==> src/rtl/irq_unit.sv <==
module irq_unit #(
  parameter int XLEN    = 32,
  parameter int INFO_W  = 16,
  parameter int TYPE_W  = 8,
  parameter int VEC_LSB = 4,
  parameter int OP_W    = 5,
  parameter logic [OP_W-1:0] OP_RFI = 5'd29,
  parameter logic [OP_W-1:0] OP_SVI = 5'd16,
  parameter logic [OP_W-1:0] OP_RI  = 5'd17,
  parameter logic [OP_W-1:0] OP_EEN = 5'd10,
  parameter logic [OP_W-1:0] OP_EDI = 5'd11
) (
  input  logic              clk,
  input  logic              rst_n,
  input  logic              run,
  input  logic              boundary,
  input  logic              exec_valid,
  input  logic [OP_W-1:0]   exec_op,
  input  logic [XLEN-1:0]   ra_val,
  input  logic [XLEN-1:0]   rb_val,
  input  logic              irq_req,
  input  logic [INFO_W-1:0] irq_info,
  input  logic [TYPE_W-1:0] irq_type,
  output logic              irq_ack,
  output logic [XLEN-1:0]   pc,
  output logic              int_en,
  output logic              ra_wr_en,
  output logic [XLEN-1:0]   ra_wr_data,
  output logic              rb_wr_en,
  output logic [XLEN-1:0]   rb_wr_data
);

  localparam logic [XLEN-1:0] STEP = XLEN'(4);

  logic [XLEN-1:0]   pc_q, spc_q;
  logic [INFO_W-1:0] info_q;
  logic              ie_q, ack_q;
  logic              take, act;
  logic [XLEN-1:0]   vector;

  assign take   = boundary & run & irq_req & ie_q;
  assign act    = exec_valid & ~boundary;
  assign vector = XLEN'(irq_type) << VEC_LSB;

  always_ff @(posedge clk or negedge rst_n) begin
    if (!rst_n) begin
      pc_q   <= '0;
      spc_q  <= '0;
      info_q <= '0;
      ie_q   <= 1'b0;
      ack_q  <= 1'b0;
    end else begin
      ack_q <= take;
      if (boundary) begin
        if (take) begin
          spc_q  <= pc_q;
          info_q <= irq_info;
          ie_q   <= 1'b0;
          pc_q   <= vector;
        end else begin
          pc_q <= pc_q + STEP;
        end
      end else if (act) begin
        case (exec_op)
          OP_RFI: begin
            pc_q <= spc_q;
            ie_q <= 1'b1;
          end
          OP_RI: begin
            info_q <= ra_val[INFO_W-1:0];
            spc_q  <= rb_val;
          end
          OP_EEN:  ie_q <= 1'b1;
          OP_EDI:  ie_q <= 1'b0;
          default: ;
        endcase
      end
    end
  end

  assign pc         = pc_q;
  assign int_en     = ie_q;
  assign irq_ack    = ack_q;
  assign ra_wr_en   = act && (exec_op == OP_SVI);
  assign rb_wr_en   = ra_wr_en;
  assign ra_wr_data = XLEN'(info_q);
  assign rb_wr_data = spc_q;

  p_ack_pulse_r4: assert property (@(posedge clk) disable iff (!rst_n)
    irq_ack |=> !irq_ack);

  p_ack_ie_low_r4: assert property (@(posedge clk) disable iff (!rst_n)
    irq_ack |-> !int_en || $past(act));

  p_take_vector_r3: assert property (@(posedge clk) disable iff (!rst_n)
    (boundary && run && irq_req && int_en) |=>
      (pc == (XLEN'($past(irq_type)) << VEC_LSB)) && !int_en && irq_ack);

  p_fetch_step_r2: assert property (@(posedge clk) disable iff (!rst_n)
    (boundary && !(run && irq_req && int_en)) |=> pc == $past(pc) + STEP);

  p_rfi_atomic_r5: assert property (@(posedge clk) disable iff (!rst_n)
    (exec_valid && !boundary && exec_op == OP_RFI) |=> int_en && pc == $past(spc_q));

  p_save_zero_hi_r6: assert property (@(posedge clk) disable iff (!rst_n)
    ra_wr_en |-> ra_wr_data[XLEN-1:INFO_W] == '0);

  p_idle_stable_r9: assert property (@(posedge clk) disable iff (!rst_n)
    (!boundary && !exec_valid) |=> $stable(pc) && $stable(int_en));

endmodule

==> config.mk <==
export PLATFORM = sky130hd
export DESIGN_NAME = irq_unit
export DESIGN_NICKNAME = d
export VERILOG_FILES = /design/src/rtl/irq_unit.sv
export SDC_FILE = /design/constraint.sdc
export NUM_CORES = 1
export LEC_CHECK = 0
export CORE_AREA = 2 2 126 92
export CTS_BUF_LIST = sky130_fd_sc_hd__clkbuf_16
export DETAILED_ROUTE_END_ITERATION = 16
export DIE_AREA = 0 0 128 94
export PLACE_DENSITY = 0.83
export SYNTH_ARGS = -nofsm -noshare
export SYNTH_HDL_FRONTEND = slang
export SYNTH_SLANG_ARGS = --single-unit
==> constraint.sdc <==
create_clock -name clk -period 2.6 [get_ports clk]
set_input_delay 0.78 -clock clk [delete_from_list [all_inputs] [get_ports clk]]
set_output_delay 0.78 -clock clk [all_outputs]
set_load 0.02 [all_outputs]
After elaboration in Yosys (flattened, before gate mapping)
Cells that the tools add are included.
{"block": "op_classes", "n_addsub": 1, "eq_ne": 6, "mux": 16, "n_bitwise": 5, "n_reduce_logical": 9}
{"op": "2-to-1 mux 32 bit", "count": 8}
{"op": "2-to-1 mux 16 bit", "count": 4}
{"op": "adder 32 x 3 -> 32 bit, second input constant", "count": 1}
{"op": "== test 5 bit, second input constant", "count": 3}
{"op": "== test 5 x 4 -> 1 bit, second input constant", "count": 2}
{"op": "AND reduction 3 bit", "count": 2}
{"op": "nonzero test 2 bit", "count": 3}
{"op": "bitwise AND 1 bit", "count": 4}
{"op": "2-to-1 mux 1 bit", "count": 3}
{"op": "nonzero test 3 bit", "count": 1}
{"op": "!= test 2 x 1 -> 1 bit, second input constant", "count": 1}
{"op": "case mux 1 bit (2 select lines)", "count": 1}
{"op": "AND reduction 2 bit", "count": 1}
{"op": "OR reduction 2 bit", "count": 1}
{"op": "logical AND 1 bit", "count": 1}
{"op": "NOT 1 bit", "count": 1}
{"block": "totals", "regBits": 82, "inputBits": 99, "word_cells": 42}

Depth between registers and ports, before layout
Gate-level depths: netlist of run 1.
{"block": "depth", "word_depth": 5, "mapped_depth": 8, "mapped_depth_nobuf": 6}

Worst setup path after synthesis of run 1
No wires, ideal clock.
{"block": "synth_path", "kind": "input port to output port", "startpoint": "input port boundary", "endpoint": "output port rb_wr_en", "t_arrival_ps": 2046, "path_slack_ps": -226, "stages": 4, "path_cell_list": "clkbuf_1 > or2_2 > nor3_1 > buf_4"}
{"block": "synth_via", "elab_chain_cells": 3}
{"element": "from (decl)", "line": "16", "source": "input logic boundary,"}
{"element": "NOT 1 bit", "line": "42", "source": "assign act = exec_valid & ~boundary;"}
{"element": "bitwise AND 1 bit", "line": "42"}
{"element": "logical AND 1 bit", "line": "84", "source": "assign ra_wr_en = act && (exec_op == OP_SVI);"}
{"element": "to (decl)", "line": "29", "source": "output logic rb_wr_en,"}
No other way between the ends.

Worst setup path after layout of run 1
{"block": "layout_path", "startpoint": "input port exec_op[1]", "endpoint": "output port ra_wr_en"}
{"block": "layout_via", "elab_chain_cells": 2}
{"element": "from (decl)", "line": "18", "source": "input logic [OP_W-1:0] exec_op,"}
{"element": "== test 5 bit", "line": "84"}
{"element": "logical AND 1 bit", "line": "84"}
{"element": "to (decl)", "line": "27", "source": "output logic ra_wr_en,"}
No other way between the ends.

==> impl_metrics.tcl, run 1 <==
set metrics [dict create \
    grt_start_max_net_pins 55 \
    power_per_cell_area_nw_per_um2 887.9 \
    timing.setup.tns_ps 0 \
    layout.cells.most_common_list "sky130_fd_sc_hd__clkdlybuf4s50_1, sky130_fd_sc_hd__dfrtp_1, sky130_fd_sc_hd__mux2i_1, sky130_fd_sc_hd__nand2_1, sky130_fd_sc_hd__o21ai_0" \
    global_route.overflow_total 0 \
    leakagePower_nw 2.825 \
    placedCellCount 753 \
    design_power_total_mw 5.946 \
    die_h_um 94 \
    syn-cell-area_um2 4547 \
    rsz0062_at_grt "no" \
    grt_antenna_before_repair 0 \
    timing.max_cap.violations 0 \
    n_antenna_cell 0 \
    htree_levels 3 \
    cpPeakStageDelay_ps 430 \
    yosys_warnings 0 \
    cts_tree "yes" \
    worst-endpoint-required_ps 1820 \
    detailedPlace.worstSlack_ps -513.3 \
    floorplan.initialDensity 0.4237 \
    async_reset_ff_frac 1.000 \
    avgSynthCellArea_um2 9.757 \
    grt_pass1_wl_um 20020 \
    finalNetCount 728 \
    reg_clk_slew_reported_paths_ps 60 \
    detail-route-antenna-nets 0 \
    drt-total-wl_um 12400 \
    fp_rows 32 \
    final-hold-violation-count 0 \
    min_period_over_period 0.9805 \
    max-vdd-ir-drop_mv 0.4626 \
    io_buffer_count 166 \
    critPathMaxFanout 2 \
    fmaxAchievable_mhz 392.2 \
    synthCells 466 \
    timing.setup.critical_path_class "in2out" \
    regToRegSetupSlack_ps 420 \
    fin_clk_skew_ps 7.050 \
    post_synth_num_cell_types 42 \
    crit_path_cell_trace "clkdlybuf4s50_1 > or2_4 > nor3_4 > buf_6" \
    numCtsBuffers 9 \
    worstSetupStartpointType "primary input" \
    routed_via_count 4040 \
    postLayoutCoreUtil 0.6241 \
    worst_pin_slew_ps 754.9 \
    cts-root-to-sink-buffers 2 \
    cp_slowest_cell "sky130_fd_sc_hd__clkdlybuf4s50_1" \
    drive_above_1_share 0.08215 \
    crit_arrival_ps 1770 \
    wl_per_cell_um 16.12 \
    synth_edf_count 0 \
    vias_per_cell 5.254 \
    root_buffer_cell "sky130_fd_sc_hd__clkbuf_16" \
    commonest_non_fill_non_tap_cell_in_the_layout "sky130_fd_sc_hd__clkdlybuf4s50_1" \
    cp.buffers_inverters 2 \
    hold_removal_path_class "in2async" \
    ios 199 \
    clock_sinks 82 \
    drc_errors 0 \
    detail_route.first_pass.iterations 4 \
    ys.flop_type "sky130_fd_sc_hd__dfrtp_1" \
    fin_crit_ps 2549 \
    post_route_non_filler_standard_cell_count 769 \
    drt_iter0_markers 156 \
    die_area_um2 12030 \
    slew_headroom 0.4967 \
    layout_setup_ws_ps 50.60 \
    place.detailed.hpwl_um 8962 \
    critical-path-top-delay-family "buffers and inverters" \
    area_growth_syn_to_layout_pct 47.28 \
    first_global_vias 3976 \
    setup_viol 0 \
    synth-seq-area-share 0.4513 \
    gp_congestion 0.8758 \
    status "completed" \
    global_route.usage.total 0.2125 \
    number_of_slew_limit_violations_in_the_final_report 0 \
    clk_latency_ps 330 \
    die_x_um 128 \
    synth_seq_cells 82 \
    core_area_um2 10730 \
    end_kind "primary output" \
]
## registers in the layout, indices dropped and copies added (netlist names)
signal / cells
pc: 32
rb_wr_data: 32
info_q: 16
int_en: 1
irq_ack: 1
## area by class of cell
class | instances | area (µm²)
tap | 136 | 170.2
inverter | 4 | 15.01
sequential | 82 | 2052
fill | 867 | 4034
clock buffer | 9 | 225.2
clock inverter | 7 | 53.80
multi-input combinational | 343 | 2311
timing repair buffer | 188 | 1869
## cell families (layout without fill, tap and decap cells)
| group | Yosys count | after routing | synth area share |
|---|---|---|---|
| other cells | 1 | 16 | 0.0008247 |
| mux | 80 | 80 | 0.1761 |
| fa+ha+maj | 1 | 1 | 0.002751 |
| xor+xnor | 24 | 24 | 0.04623 |
| buf+inv | 56 | 208 | 0.06301 |
| flops | 82 | 82 | 0.4513 |
| simple gates | 130 | 130 | 0.1461 |
| compound gates | 92 | 92 | 0.1136 |
## cell usage after synthesis, drive strengths merged (2+ instances only)
| cell type | number | area share |
|---|---|---|
| inv | 4 | 0.0033 |
| xor2 | 10 | 0.019 |
| o21ai | 59 | 0.065 |
| xnor2 | 14 | 0.027 |
| mux2i | 80 | 0.18 |
| nor4 | 6 | 0.0083 |
| o22ai | 23 | 0.032 |
| or4 | 2 | 0.0044 |
| nand4b | 3 | 0.0091 |
| nor3 | 2 | 0.0022 |
| and4 | 2 | 0.0044 |
| buf | 28 | 0.040 |
| nand2 | 63 | 0.052 |
| o211ai | 6 | 0.011 |
| clkbuf | 24 | 0.020 |
| dfrtp | 82 | 0.45 |
| or2 | 2 | 0.0028 |
| nor2 | 11 | 0.0091 |
| nand3 | 16 | 0.018 |
| nand4 | 10 | 0.014 |
| and3 | 6 | 0.0088 |
## final timing paths
path / from / end / depth (start not counted)
setup / recovery: exec_op[1] / ra_wr_en / 4
hold / removal: rst_n / irq_ack$_DFF_PN0_ / 1
setup reg to reg: pc[17]$_DFFE_PN0P_ / pc[23]$_DFFE_PN0P_ / 5
hold reg to reg: info_q[2]$_DFFE_PN0P_ / info_q[2]$_DFFE_PN0P_ / 2
max in group asynchronous: rst_n / rb_wr_data[21]$_DFFE_PN0P_ / 2
min in group clk: info_q[2]$_DFFE_PN0P_ / info_q[2]$_DFFE_PN0P_ / 2
## routing by layer
metal / global-route usage / share of wire / vias to the layer above
met5: 0 / 0 / -
met4: 0.06319 / 0.011 / 0
met3: 0.07745 / 0.075 / 12
met2: 0.3382 / 0.46 / 151
met1: 0.2724 / 0.45 / 1923
li1: - / - / 1954
## stage by stage
stage / instance area, µm² / hold slack [ps]
2_1_floorplan: 4614 / 484.4
3_3_place_gp: 6401 / 460.5
3_5_place_dp: 6401 / 469.4
4_1_cts: 6696 / 452.4
5_1_grt: 6696 / 479.8
6_report: 6696 / 435.5
## power by group
part | leakage, nW | internal [mW] | total (mW) | switching [mW]
Clock | 0.148 | 0.725 | 1.21 | 0.484
Combinational | 1.61 | 1.26 | 2.55 | 1.28
Sequential | 1.07 | 1.74 | 2.19 | 0.450
## repair_timing
action / CTS / global route
hold buffers: 0 / 0
endpoints found under the setup margin: 2 / 0
resized for setup: 18 / 0
buffers inserted: 0 / 0
Power figures use the tool's default switching activity.
==> run 2, diff against run 1 <==
PLACE_DENSITY = 0.8   (was 0.83)
==> run 2 against run 1 <==
Sequential share of layout area decreased by 0.31 points. Fmax decreased by 0.14%. Design area increased by 1.0%. Via count increased by 0.32%. Clock power increased by 13%. Critical path depth unchanged. Utilization increased by 0.63 points. Largest power group unchanged. Highest routed layer unchanged.
==> impl_metrics.tcl, run 2 (synthesis gave the netlist of run 1 again) <==
set metrics [dict create \
    status "completed" \
    die_area_um2 12030 \
    grt_start_max_net_pins 60 \
    intPower_mw 3.853 \
    number_of_slew_limit_violations_in_the_final_report 0 \
    fin_clk_skew_ps 5.569 \
    cts-resized-gates 18 \
    combinationalPowerShare 0.419 \
    gp_congestion 0.7984 \
    setup_viol 0 \
    io_buffer_count 166 \
    wl_per_cell_um 16.69 \
    area_growth_syn_to_layout_pct 48.76 \
    leakagePower_nw 2.849 \
    hold_removal_path_class "in2async" \
    timing.setup.critical_path_class "in2out" \
    cts-root-to-sink-buffers 2 \
    routed_via_count 4053 \
    cts.repair_timing.setup_buffer_count 0 \
    switch_pwr_mw 2.273 \
    commonest_non_fill_non_tap_cell_in_the_layout "sky130_fd_sc_hd__clkdlybuf4s50_1" \
    first_global_vias 3945 \
    cp.buffers_inverters 2 \
    rsz0062_at_grt "no" \
    drc_errors 0 \
    finalNetCount 730 \
    cp_slowest_cell "sky130_fd_sc_hd__clkdlybuf4s50_1" \
    crit_arrival_ps 1770 \
    cpPeakStageDelay_ps 430 \
    drive_above_1_share 0.09134 \
    worst-endpoint-required_ps 1820 \
    share_clk_of_total_power 0.224 \
    min_period_over_period 0.9819 \
    reg_clk_slew_reported_paths_ps 60 \
    global_route.overflow_total 0 \
    final-hold-violation-count 0 \
    cts_tree "yes" \
    power_per_cell_area_nw_per_um2 905.6 \
    postLayoutCoreUtil 0.6304 \
    core_area_um2 10730 \
    swShare 0.3710 \
    detail_route.first_pass.iterations 4 \
    timing.max_cap.violations 0 \
    critical-path-top-delay-family "buffers and inverters" \
    global_route.usage.total 0.2218 \
    crit_path_cell_trace "clkdlybuf4s50_1 > or2_4 > nor3_4 > buf_6" \
    max-vdd-ir-drop_mv 0.5165 \
    fp_rows 32 \
    worst_pin_slew_ps 547.2 \
    worstSetupStartpointType "primary input" \
    fmaxAchievable_mhz 391.7 \
    grt_pass1_wl_um 20580 \
    htree_levels 3 \
    floorplan.initialDensity 0.4237 \
    drt_iter0_markers 206 \
    root_buffer_cell "sky130_fd_sc_hd__clkbuf_16" \
    post_route_non_filler_standard_cell_count 771 \
    grt_antenna_before_repair 0 \
    cts_hold_repair.buffers 0 \
    die_h_um 94 \
    die_x_um 128 \
    critPathMaxFanout 2 \
    slew_headroom 0.6350 \
    fin_crit_ps 2553 \
    n_antenna_cell 0 \
    clk_latency_ps 340 \
    drt-total-wl_um 12870 \
    layout.cells.most_common_list "sky130_fd_sc_hd__clkdlybuf4s50_1, sky130_fd_sc_hd__dfrtp_1, sky130_fd_sc_hd__mux2i_1, sky130_fd_sc_hd__nand2_1, sky130_fd_sc_hd__o21ai_0" \
    ios 199 \
    place.detailed.hpwl_um 9310 \
    power.share.sequential 0.358 \
    numCtsBuffers 9 \
    clock_sinks 82 \
    end_kind "primary output" \
    vias_per_cell 5.257 \
    detail-route-antenna-nets 0 \
    placedCellCount 755 \
]
==> run 2: through the flow <==
step	power, mW	cell area (µm²)	setup WS [ps]	TNS, ps	hold WS, ps
after global routing	6.483	6764	0.9790	0	398.8
after CTS	6.186	6764	50.33	0	379.6
after floorplan	3.397	4614	76.71	0	484.4
final	6.125	6764	47.12	0	366.9
after detailed placement	4.781	6429	-519.8	-1312	473.2
after global placement	4.702	6429	-477.4	-961.7	460.3
==> run 2: power groups by stage <==
| stage | Combinational (mW) | Clock (mW) | Sequential [mW] |
|---|---|---|---|
| floorplan | 0.706 | 0 | 2.69 |
| global placement | 2.52 | 0 | 2.18 |
| detailed placement | 2.58 | 0 | 2.21 |
| CTS | 2.59 | 1.40 | 2.19 |
| global route | 2.76 | 1.45 | 2.27 |
| finish | 2.56 | 1.37 | 2.19 |
==> run 2: final cells by class <==
type | count | area (µm²)
repair buffers | 190 | 1897
well taps | 136 | 170.2
fillers | 854 | 3966
clock inverters | 7 | 93.84
inverters | 4 | 15.01
flip-flops and latches | 82 | 2052
clock buffers | 9 | 225.2
multi-input cells | 343 | 2311
==> run 2: path summary, 6_finish.rpt <==
kind                                        start                        end  slack (ps)  cells past startpoint
max                                    exec_op[1]                   ra_wr_en          50                      4
min in group clk           info_q[14]$_DFFE_PN0P_     info_q[14]$_DFFE_PN0P_         480                      2
min reg2reg                info_q[14]$_DFFE_PN0P_     info_q[14]$_DFFE_PN0P_         480                      2
max in group asynchronous                   rst_n          pc[9]$_DFFE_PN0P_        1650                      2
min                                         rst_n  rb_wr_data[7]$_DFFE_PN0P_         370                      1
max reg2reg                    pc[16]$_DFFE_PN0P_         pc[23]$_DFFE_PN0P_         380                      5
==> run 2: per-layer routing <==
layer,global-route usage,up-vias,part of all wire
met3,0.07973,13,0.081
li1,-,1964,-
met2,0.3694,138,0.47
met5,0,-,0
met4,0.06136,0,0.013
met1,0.2735,1938,0.43
==> run 2: worst reg2reg max path, cell delays in order (launching register included) <==
cell	delay (ps)
sky130_fd_sc_hd__dfrtp_1	460
sky130_fd_sc_hd__and3_1	350
sky130_fd_sc_hd__nand4b_4	210
sky130_fd_sc_hd__or4_4	560
sky130_fd_sc_hd__or4b_4	490
sky130_fd_sc_hd__o211ai_2	80
==> run 3, diff against run 2 <==
SKIP_CTS_REPAIR_TIMING = 1   (was default)
==> run 3 against run 2 <==
Global-route usage barely moved. Utilization is 0.16 points higher. Clock skew barely moved. Design area up 0.26%. Critical path type unchanged. Worst setup slack gained 130 ps. Sequential share of layout area decreased by 0.078 points. Fmax grew 5.2%. Critical endpoint unchanged. Count of clock-buffer cells in the layout stayed put. Via count shrank 0.22%. Cell count stayed put. Routed wire length grew 0.59%. Flip-flop and latch count unchanged.
==> impl_metrics.tcl, run 3 (synthesis gave the netlist of run 1 again) <==
set metrics [dict create \
    crit_arrival_ps 1650 \
    final-hold-violation-count 0 \
    grt_antenna_before_repair 0 \
    die_area_um2 12030 \
    finalInstanceArea_um2 6782 \
    global_route.usage.total 0.2216 \
    die_h_um 94 \
    drt-total-wl_um 12940 \
    ios 199 \
    fmaxAchievable_mhz 412.3 \
    layout_setup_ws_ps 174.3 \
    grt_start_max_net_pins 60 \
    detail-route-antenna-nets 0 \
    place.detailed.hpwl_um 9310 \
    drt_iter0_markers 217 \
    number_of_slew_limit_violations_in_the_final_report 0 \
    clk_latency_ps 340 \
    placed_cell_area_um2 6429 \
    worst_pin_slew_ps 517.4 \
    drc_errors 0 \
    layout.cells.most_common_list "sky130_fd_sc_hd__clkdlybuf4s50_1, sky130_fd_sc_hd__dfrtp_1, sky130_fd_sc_hd__mux2i_1, sky130_fd_sc_hd__nand2_1, sky130_fd_sc_hd__o21ai_0" \
    die_x_um 128 \
    reg_clk_slew_reported_paths_ps 60 \
    fp_rows 32 \
    area_growth_syn_to_layout_pct 49.15 \
    fill_cells 847 \
    timing.max_cap.violations 0 \
    number_of_cells_on_the_worst_reg_to_reg_path 5 \
    worstSetupStartpointType "primary input" \
    detailedPlace.worstSlack_ps -519.8 \
    regToRegEndpoint "pc[23]$_DFFE_PN0P_" \
    end_kind "primary output" \
    finalNetCount 730 \
    status "completed" \
    fin_crit_ps 2426 \
    clock_sinks 82 \
    commonest_non_fill_non_tap_cell_in_the_layout "sky130_fd_sc_hd__clkdlybuf4s50_1" \
    htree_levels 3 \
    n_antenna_cell 0 \
    min_period_over_period 0.9330 \
    cp_slowest_cell "sky130_fd_sc_hd__clkdlybuf4s50_1" \
    floorplan.initialDensity 0.4237 \
    cts-root-to-sink-buffers 2 \
    critPathMaxFanout 2 \
    power_per_cell_area_nw_per_um2 903.4 \
    postLayoutCoreUtil 0.6320 \
    drive_above_1_share 0.09134 \
    routed_via_count 4044 \
    root_buffer_cell "sky130_fd_sc_hd__clkbuf_16" \
    wl_per_cell_um 16.79 \
    gp_congestion 0.7984 \
    fin_worst_hold_slack_ps 366.6 \
    regToRegStartpoint "pc[16]$_DFFE_PN0P_" \
    core_area_um2 10730 \
    leakagePower_nw 2.889 \
    grt_pass1_wl_um 20580 \
    global_route.overflow_total 0 \
    rsz0062_at_grt "no" \
    regToRegSetupSlack_ps 370 \
    hold_removal_path_class "in2async" \
    cpPeakStageDelay_ps 460 \
    first_global_vias 3946 \
    worst-endpoint-required_ps 1820 \
    numCtsBuffers 9 \
    max-vdd-ir-drop_mv 0.5162 \
    timing.setup.critical_path_class "in2out" \
    crit_path_cell_trace "clkdlybuf4s50_1 > nor3_4 > buf_6" \
    vias_per_cell 5.245 \
    fin_clk_skew_ps 5.674 \
    slew_headroom 0.6549 \
    detail_route.first_pass.iterations 4 \
    cts_tree "yes" \
    io_buffer_count 166 \
    setup_viol 0 \
]
[run 3: cell count changes in the layout (fill, tap and decap cells not counted)]
cell and change:
sky130_fd_sc_hd__dlymetal6s2s_1 +5, sky130_fd_sc_hd__dlygate4sd2_1 -4, sky130_fd_sc_hd__clkdlybuf4s50_1 -1
[run 3: metrics by stage]
stage / setup TNS [ps] / cells / power, mW
2_1_floorplan: 0 / 481 / 3.397
3_3_place_gp: -961.7 / 755 / 4.702
3_5_place_dp: -1312 / 755 / 4.781
4_1_cts: -1029 / 771 / 6.185
5_1_grt: 0 / 771 / 6.484
6_report: 0 / 771 / 6.127
[run 3: where the power goes]
| group | internal [mW] | leakage (nW) | total (mW) | switching (mW) |
|---|---|---|---|---|
| registers | 1.74 | 1.07 | 2.19 | 0.452 |
| clock network | 0.841 | 0.157 | 1.37 | 0.527 |
| logic | 1.27 | 1.67 | 2.57 | 1.29 |
[run 3: how the worst max path moves through the flow]
stage                from  endpoint  slack, ps  depth (start not counted)
3_3_place_gp   exec_op[1]  rb_wr_en       -480                          4
6_report       exec_op[0]  ra_wr_en        170                          3
3_5_place_dp   exec_op[1]  ra_wr_en       -520                          4
5_1_grt        exec_op[0]  ra_wr_en        140                          3
4_1_cts        exec_op[1]  ra_wr_en       -520                          4
2_1_floorplan    boundary  rb_wr_en         80                          4
[run 3: worst max-delay path: cells and delay by family]
kind	cells	cell delay (ps)
and+or+nand+nor	1	250
buffers and inverters	2	610
[run 3: cell type report]
cell class	count	area, µm²	share of cell area
multi-input combinational	343	2311	0.3408
sequential	82	2052	0.3026
timing repair buffer	190	1914	0.2823
clock buffer	9	225.2	0.03321
tap	136	170.2	0.02509
clock inverter	7	93.84	0.01384
inverter	4	15.01	0.002214
[run 3: per-layer routing]
layer  GRT usage  up-vias  part of all wire
li1            -     1960                 -
met1      0.2730     1934              0.43
met2      0.3694      137              0.48
met3     0.07973       13             0.082
met4     0.06136        0             0.013
met5           0        -                 0
